==> src/rtl/absmag_pkg.sv <==
// Package: shared size codes and float-format helpers for the magnitude comparator.
// Assumes IEEE binary16/32/64 layouts (sign at MSB, then exponent, then fraction).
package absmag_pkg;

    typedef enum logic [1:0] {
        SZ_BAD  = 2'd0,
        SZ_HALF = 2'd1,
        SZ_SGL  = 2'd2,
        SZ_DBL  = 2'd3
    } elem_size_e;

    // Exponent field width for a supported element width.
    function automatic int exp_bits(input int ew);
        if (ew == 16)      return 5;
        else if (ew == 32) return 8;
        else               return 11;
    endfunction

endpackage

==> src/rtl/absmag_lane.sv <==
// Module: absmag_lane
// One lane of the comparator. It clears both sign bits, detects NaNs and
// compares the remaining bit patterns as unsigned integers. That ordering
// matches float magnitude order for every non-NaN value, subnormals and
// infinities included. Purely combinational.
module absmag_lane #(
    parameter int EW = 16
) (
    input  logic [EW-1:0] op_a,
    input  logic [EW-1:0] op_b,
    input  logic          op_ge,
    output logic          hit,
    output logic          nan
);
    localparam int EXPW = absmag_pkg::exp_bits(EW);
    localparam int FRW  = EW - 1 - EXPW;

    logic [EW-2:0] mag_a, mag_b;
    logic          nan_a, nan_b;

    assign mag_a = op_a[EW-2:0];
    assign mag_b = op_b[EW-2:0];

    // NaN: exponent all ones with a non-zero fraction.
    assign nan_a = (&op_a[EW-2:FRW]) && (|op_a[FRW-1:0]);
    assign nan_b = (&op_b[EW-2:FRW]) && (|op_b[FRW-1:0]);

    // Magnitude test, forced false when either side is a NaN.
    always_comb begin
        nan = nan_a | nan_b;
        if (op_ge) hit = !nan && (mag_a >= mag_b);
        else       hit = !nan && (mag_a >  mag_b);
    end
endmodule

==> src/rtl/absmag_slice.sv <==
// Module: absmag_slice
// All lanes of one element width across the vector. It applies the
// governing predicate: a lane is active when the lowest bit of its group is
// set. Results go into the lowest bit of each group. When no lane is
// active, both operands are replaced by zeros. Combinational.
module absmag_slice #(
    parameter int VL = 256,
    parameter int EW = 16
) (
    input  logic [VL-1:0]   vec_a,
    input  logic [VL-1:0]   vec_b,
    input  logic [VL/8-1:0] gov,
    input  logic            op_ge,
    output logic [VL/8-1:0] pred,
    output logic            nan_any
);
    localparam int LANES = VL / EW;
    localparam int PB    = EW / 8;
    localparam int PL    = VL / 8;

    logic [LANES-1:0] act, hit, nan;
    logic [VL-1:0]    opa, opb;
    logic             any_active;

    // Lane activity taken from the lowest predicate bit of each group.
    for (genvar i = 0; i < LANES; i++) begin : g_act
        assign act[i] = gov[i*PB];
    end

    assign any_active = |act;
    assign opa = any_active ? vec_a : '0;
    assign opb = any_active ? vec_b : '0;

    for (genvar i = 0; i < LANES; i++) begin : g_lane
        absmag_lane #(.EW(EW)) u_lane (
            .op_a  (opa[i*EW +: EW]),
            .op_b  (opb[i*EW +: EW]),
            .op_ge (op_ge),
            .hit   (hit[i]),
            .nan   (nan[i])
        );
    end

    // Pack gated lane results into group-low predicate bits.
    always_comb begin
        pred = '0;
        for (int i = 0; i < LANES; i++) pred[i*PB] = act[i] & hit[i];
        nan_any = |(act & nan);
    end

    logic unused_hi;
    assign unused_hi = ^gov[PL-1:0];
endmodule

==> src/rtl/vec_absmag_cmp.sv <==
// Module: vec_absmag_cmp (top)
// Predicated vector magnitude comparator. Three width slices (16/32/64)
// run in parallel. The size code selects one of them, and the result and
// flags are registered. Size code 0 gives a zero predicate and raises
// bad_size. Assumes VL is a multiple of 64.
module vec_absmag_cmp #(
    parameter int VL = 256
) (
    input  logic            clk,
    input  logic            rst_n,
    input  logic [VL-1:0]   vec_a,
    input  logic [VL-1:0]   vec_b,
    input  logic [VL/8-1:0] gov_pred,
    input  logic [1:0]      elem_size,
    input  logic            op_ge,
    output logic [VL/8-1:0] res_pred,
    output logic            bad_size,
    output logic            invalid_op
);
    import absmag_pkg::*;

    localparam int PL = VL / 8;

    logic [PL-1:0] pred_w [4];
    logic          nan_w  [4];

    assign pred_w[0] = '0;
    assign nan_w[0]  = 1'b0;

    for (genvar k = 1; k < 4; k++) begin : g_width
        absmag_slice #(.VL(VL), .EW(8 << k)) u_slice (
            .vec_a   (vec_a),
            .vec_b   (vec_b),
            .gov     (gov_pred),
            .op_ge   (op_ge),
            .pred    (pred_w[k]),
            .nan_any (nan_w[k])
        );
    end

    // Register the selected width's result and flags.
    always_ff @(posedge clk) begin
        if (!rst_n) begin
            res_pred   <= '0;
            bad_size   <= 1'b0;
            invalid_op <= 1'b0;
        end else begin
            res_pred   <= pred_w[elem_size];
            bad_size   <= (elem_size_e'(elem_size) == SZ_BAD);
            invalid_op <= nan_w[elem_size];
        end
    end
endmodule

==> config.mk <==
export PLATFORM = sky130hd
export DESIGN_NAME = vec_absmag_cmp
export DESIGN_NICKNAME = d
export VERILOG_FILES = /design/src/rtl/absmag_pkg.sv /design/src/rtl/absmag_lane.sv /design/src/rtl/absmag_slice.sv /design/src/rtl/vec_absmag_cmp.sv
export SDC_FILE = /design/constraint.sdc
export NUM_CORES = 1
export LEC_CHECK = 0
export CAP_MARGIN = 5
export CORE_MARGIN = 3
export CORE_UTILIZATION = 50
export DETAILED_ROUTE_END_ITERATION = 6
export GPL_TIMING_DRIVEN = 0
export PLACE_DENSITY = 0.84
export SLEW_MARGIN = 20
export SYNTH_ARGS = -nofsm -noshare
export SYNTH_HDL_FRONTEND = slang
export SYNTH_SLANG_ARGS = --single-unit
==> constraint.sdc <==
create_clock -name clk -period 5.8 [get_ports clk]
set_clock_uncertainty 0.2 [all_clocks]
set_input_delay 1.16 -clock clk [delete_from_list [all_inputs] [get_ports clk]]
set_output_delay 1.16 -clock clk [all_outputs]
set_load 0.03 [all_outputs]
# After elaboration in Yosys (flattened, before gate mapping)
# Index checks and enable logic that the tools add are counted.
[word_totals]
in_bits = 549
ff_bits = 34
word_cells = 419
out_inout_bits = 34
[classes]
order_cmp = 57
reduce_logical = 259
muxes = 40
n_bitwise = 60
[ops]
columns = ["operator", "n"]
rows = [
  ["two-way mux 255 bit", 6],
  ["OR reduction 52 bit", 8],
  ["OR reduction 23 bit", 16],
  ["OR reduction 10 bit", 32],
  [">= comparator 63 bit", 4],
  ["greater-than comparator 63 bit", 4],
  [">= comparator 31 bit", 8],
  ["greater-than comparator 31 bit", 8],
  [">= comparator 15 bit", 16],
  ["greater-than comparator 15 bit", 16],
  ["AND reduction 5 bit", 32],
  ["AND reduction 8 bit", 16],
  ["logical AND 1 bit", 112],
  ["AND reduction 11 bit", 8],
  ["binary-select mux 32 bit (select 2 bit)", 1],
  ["two-way mux 32 bit", 2],
  ["OR reduction 16 bit", 2],
  ["two-way mux 1 bit", 30],
  ["bitwise AND 1 bit", 28],
  ["logical NOT 1 bit", 28],
  ["bitwise OR 1 bit", 28],
  ["bitwise AND 16 bit", 1],
  ["OR reduction 8 bit", 2],
  ["bitwise AND 8 bit", 1],
  ["6 further kinds", 7],
]

# Longest topological paths before layout
[depth]
depth_word = 12
mapped_depth = 16
mapped_depth_nobuf = 13

# Modules after synthesis
# A second synthesis with hierarchy kept.
[unflattened]
cells_unflattened = 5277
hier_area_um2 = 36750.2
[modules_own_cells]
columns = ["module", "area_each_um2", "seq_area_each_um2", "cells_each", "n_inst"]
rows = [
  ["absmag_lane (g_width[3].u_slice.g_lane[0].u_lane ...)", 1904.3, 0.0, 276, 4],
  ["absmag_lane (g_width[1].u_slice.g_lane[0].u_lane ...)", 457.9, 0.0, 66, 16],
  ["absmag_lane (g_width[2].u_slice.g_lane[0].u_lane ...)", 969.7, 0.0, 135, 7],
  ["absmag_slice (g_width[2].u_slice)", 4709.5, 0.0, 664, 1],
  ["absmag_slice (g_width[3].u_slice)", 3753.6, 0.0, 605, 1],
  ["absmag_slice (g_width[1].u_slice)", 3748.6, 0.0, 615, 1],
  ["vec_absmag_cmp", 1869.3, 680.7, 153, 1],
  ["absmag_lane (g_width[2].u_slice.g_lane[3].u_lane)", 937.1, 0.0, 135, 1],
]

# Least setup slack after synthesis
# Ideal clock, no wire load.
[synth_timing]
kind = "input to register"
startpoint = "in gov_pred[0]"
endpoint = "reg res_pred[24]"
setup_slack_ns = 1.285
required_ns = 5.514
cell_stages = 15
setup_ns = 0.086
path_buffers = 4
t_arrival_ns = 4.229
cell_sequence = "or4_1 > clkbuf_1 > clkbuf_1 > clkbuf_1 > clkbuf_1 > and2_1 > ha_1 > and4_1 > nand2_1 > nor3_1 > and3_1 > and4b_1 > o311a_1 > a211o_1 > a211oi_1"
[synth_via]
elab_chain_len = 12
elab_cells_between_ends = 54
cone_classes = "order compare (6); mux (12); bitwise (6); reduce/logical (30)"
[synth_lines]
columns = ["element", "line", "rtl"]
rows = [
  ["from (decl)", "vec_absmag_cmp.sv:13", "input logic [VL/8-1:0] gov_pred,"],
  ["parallel branches: the longest is 9 deep, another holds greater-than comparator 63 bit", "--", ""],
  ["binary-select mux 32 bit (select 2 bit) *", "vec_absmag_cmp.sv:48", "res_pred <= pred_w[elem_size];"],
  ["two-way mux 32 bit (implied by the code) * (2 in a row)", "vec_absmag_cmp.sv:48", ""],
  ["to (signal assigned)", "vec_absmag_cmp.sv:48", ""],
  ["to (decl)", "vec_absmag_cmp.sv:16", "output logic [VL/8-1:0] res_pred,"],
]
# Mark *: on every way between the ends. The select of a mux whose other input is x is not followed.
# A chain may end at the register's enable or synchronous reset.

# Worst setup path in the final report
[layout_timing]
startpoint = "in gov_pred[20]"
endpoint = "reg res_pred[16]"
[layout_via]
elab_chain_len = 12
elab_cells_between_ends = 37
cone_classes = "order compare (4); mux (9); bitwise (4); reduce/logical (20)"
[layout_lines]
columns = ["element", "line"]
rows = [
  ["parallel branches: the longest is 9 deep, another holds greater-than comparator 31 bit", "--"],
  ["binary-select mux 32 bit (select 2 bit) *", "vec_absmag_cmp.sv:48"],
  ["two-way mux 32 bit (implied by the code) * (2 in a row)", "vec_absmag_cmp.sv:48"],
]
# Marks and branches as above.

==> qor.txt <==
Synth warnings -> 0
Seq/Total Area, Yosys -> 0.0133
core area -> 0.0531 mm2
Clock Pin Slew Worst Setup and Hold Paths -> 120 ps
CP cell instances -> clkdlybuf4s50_1 -> nor4_4 -> buf_4 -> nand2_4 -> clkbuf_4 -> clkbuf_4 -> clkbuf_1 -> nand2_1 -> ha_1 -> nand4_1 -> nor2_1 -> and2_1 -> nand4_1 -> a21oi_1 -> or4_1 -> nor4_4
CP max stage delay -> 760 ps
DR WL/cell -> 22.8 um
share of cells above drive strength 1 -> 0.0169
Area contributors post-synth -> ha_1 (34%), and2_1 (17%), nand2_1 (12%)
Num CTS Buffers -> 3
port bufs -> 540
Place WS -> -1750 ps
Critical Path End Type -> flop
Synth top area share -> 0.341
Layout Utilization -> 0.638
std cell rows -> 84
CTS Sinks -> 18
Pre-antenna DRT Iters -> 7
period utilization -> 0.971
Fin Setup TNS -> 0 ps
Mapped Area -> 0.0271 mm2
highest metal used -> met5
Final Non-Filler Cells -> 5334
die area -> 0.0571 mm2
GRT overflow -> 0
WHS -> 1220 ps
Tmin final -> 5630 ps
Leakage -> 16.4 nW
CTS Buffer Depth -> 2
final setup margin -> 168 ps
worst rel slew slack -> 0.147
initial antenna violation count -> 30
DP Cell Count -> 5293
Post-CTS Hold Buffers -> 0
Worst path slowest cell -> clkdlybuf4s50_1
Initial Util -> 0.511
largest net degree at the start of global routing -> 13
met2 routed WL -> 51.4 mm
Die Wd -> 239 um
worst vdd ir -> 120 uV
first-pass GRT wire length -> 183 mm
# IOs -> 583
Buf/Inv on CP -> 5
worst path required time -> 5820 ps
Tightest Hold Check Type -> primary input to flop
final wirelength -> 122 mm
measured slew at the worst slew-check pin -> 1280 ps
most frequent cell after synthesis -> nand2_1
Area Growth Syn to Fin -> 24.8%
RSZ-0062 raised after global routing -> no
Hold Vio Cnt, Final -> 0
Post-Synthesis Cells -> 4050
Metal-1 WL -> 46.2 mm
all-layer global routing usage -> 0.405
crit-path leading delay family -> buffers and inverters
Setup CP Type -> primary input to flop
GPL Wtd Cong -> 1.06
DRC -> 1
Met3 Wirelength -> 14.4 mm
fin. max-slew vios -> 0
violated checks -> DRC
DR iter-0 viols -> 3540
mean area per synthesized cell -> 6.70 um2
post-synth top area cell -> ha_1
Synth cell types -> 63
CTS HTree Levels -> 1
fmax -> 178 MHz
register bit total from synthesis -> 18
clock root buffer -> clkbuf_16
Synth async-reset ratio -> 0
Startpoint Class -> primary input
Worst Path Max Fanout -> 12
Data arrival, critical path -> 5650 ps
Final HPWL DP -> 101 mm
top post-synthesis cells by count -> nand2_1 (880), ha_1 (740), and2_1 (737)
number of global-route vias before repair -> 32600
Final setup viols -> 0
fill count -> 4867
nets -> 5904
die height -> 239 um
outcome -> finished with violations
pwr dens -> 77.4 mW/mm2
drt via density -> 6.46
number of enable flip-flop cells after synthesis -> 0
max_cap viols -> 0
CTS tree -> done
Post-synth top flop -> dfxtp_1
antenna-violating nets left -> 0
routed vias -> 34400
[worst min-delay path, stage by stage]
cell	delay [ps]
dlymetal6s2s_1	230
o211ai_1	140
a311o_1	130
nor3_1	50
[cell families after synthesis]
logic type	synth area share
AO/OA/AOI/OAI	0.164
buffers and inverters	0.0311
AND/OR/NAND/NOR	0.450
other	0.000138
flip-flops	0.0133
adder cells (fa/ha/maj)	0.341
[per-layer routing]
| layer | vias to the layer above | GRT usage |
|---|---|---|
| li1 | 15700 | - |
| met1 | 15900 | 0.501 |
| met2 | 2215 | 0.636 |
| met3 | 553 | 0.0880 |
| met4 | 8 | 0.262 |
| met5 | - | 0 |
[metrics by stage]
stage,instance area (um2),power (mW)
5_1_grt,33800,2.86
3_3_place_gp,33400,2.25
2_1_floorplan,27200,1.40
4_1_cts,33700,2.55
3_5_place_dp,33500,2.30
6_report,33800,2.62
[registers in the layout, indices dropped and copies added (netlist names)]
name / flops
res_pred: 16
bad_size: 1
invalid_op: 1
[worst paths after layout]
| check | startpoint | to | slack [ps] | depth (start not counted) |
|---|---|---|---|---|
| hold / removal | gov_pred[8] | res_pred[8] | 1220 | 4 |
| setup / recovery | gov_pred[20] | res_pred[16] | 170 | 16 |
[layout by cell type, fill, tap and decap left out, types with 6 or more instances in the layout]
master	instances
o21ai_0	143
inv_1	21
o31ai_1	6
or4_1	16
and4_1	9
nor2b_1	64
a22o_1	9
o21a_1	45
a31oi_1	12
dfxtp_1	18
nor4_1	93
clkdlybuf4s50_1	538
a211oi_1	35
o2111ai_1	7
a2111oi_0	17
a211o_1	6
and2_1	737
nand2b_1	20
clkbuf_2	23
o211ai_1	31
buf_4	24
ha_1	740
a21o_1	124
and3_1	22
a221oi_1	7
nor3_1	70
nor2_1	162
diode_2	32
nand4_1	190
a21oi_1	191
nand2_1	879
a21boi_0	7
conb_1	16
clkbuf_1	135
nand3_1	103
[repair_timing]
| item | in CTS | in global routing |
|---|---|---|
| pin swaps | 4 | 2 |
| gates resized for setup | 33 | 35 |
| buffers inserted | 7 | 0 |
| endpoints found under the setup margin | 16 | 10 |
[layout make-up]
class	instances	area [um2]	area share
diodes	32	80.1	0.00237
plain buffers	186	812	0.0240
clock buffers	4	88.8	0.00263
inverters	21	78.8	0.00233
multi-input cells	3838	26100	0.771
flip-flops and latches	18	360	0.0106
well taps	688	861	0.0254
repair buffers	547	5460	0.161
[power breakdown]
| part | switching [mW] | internal, mW |
|---|---|---|
| logic | 1.18 | 1.07 |
| registers | 0.00276 | 0.128 |
| clock network | 0.124 | 0.108 |
| total | 1.31 | 1.31 |
Power figures use the tool's default switching activity.
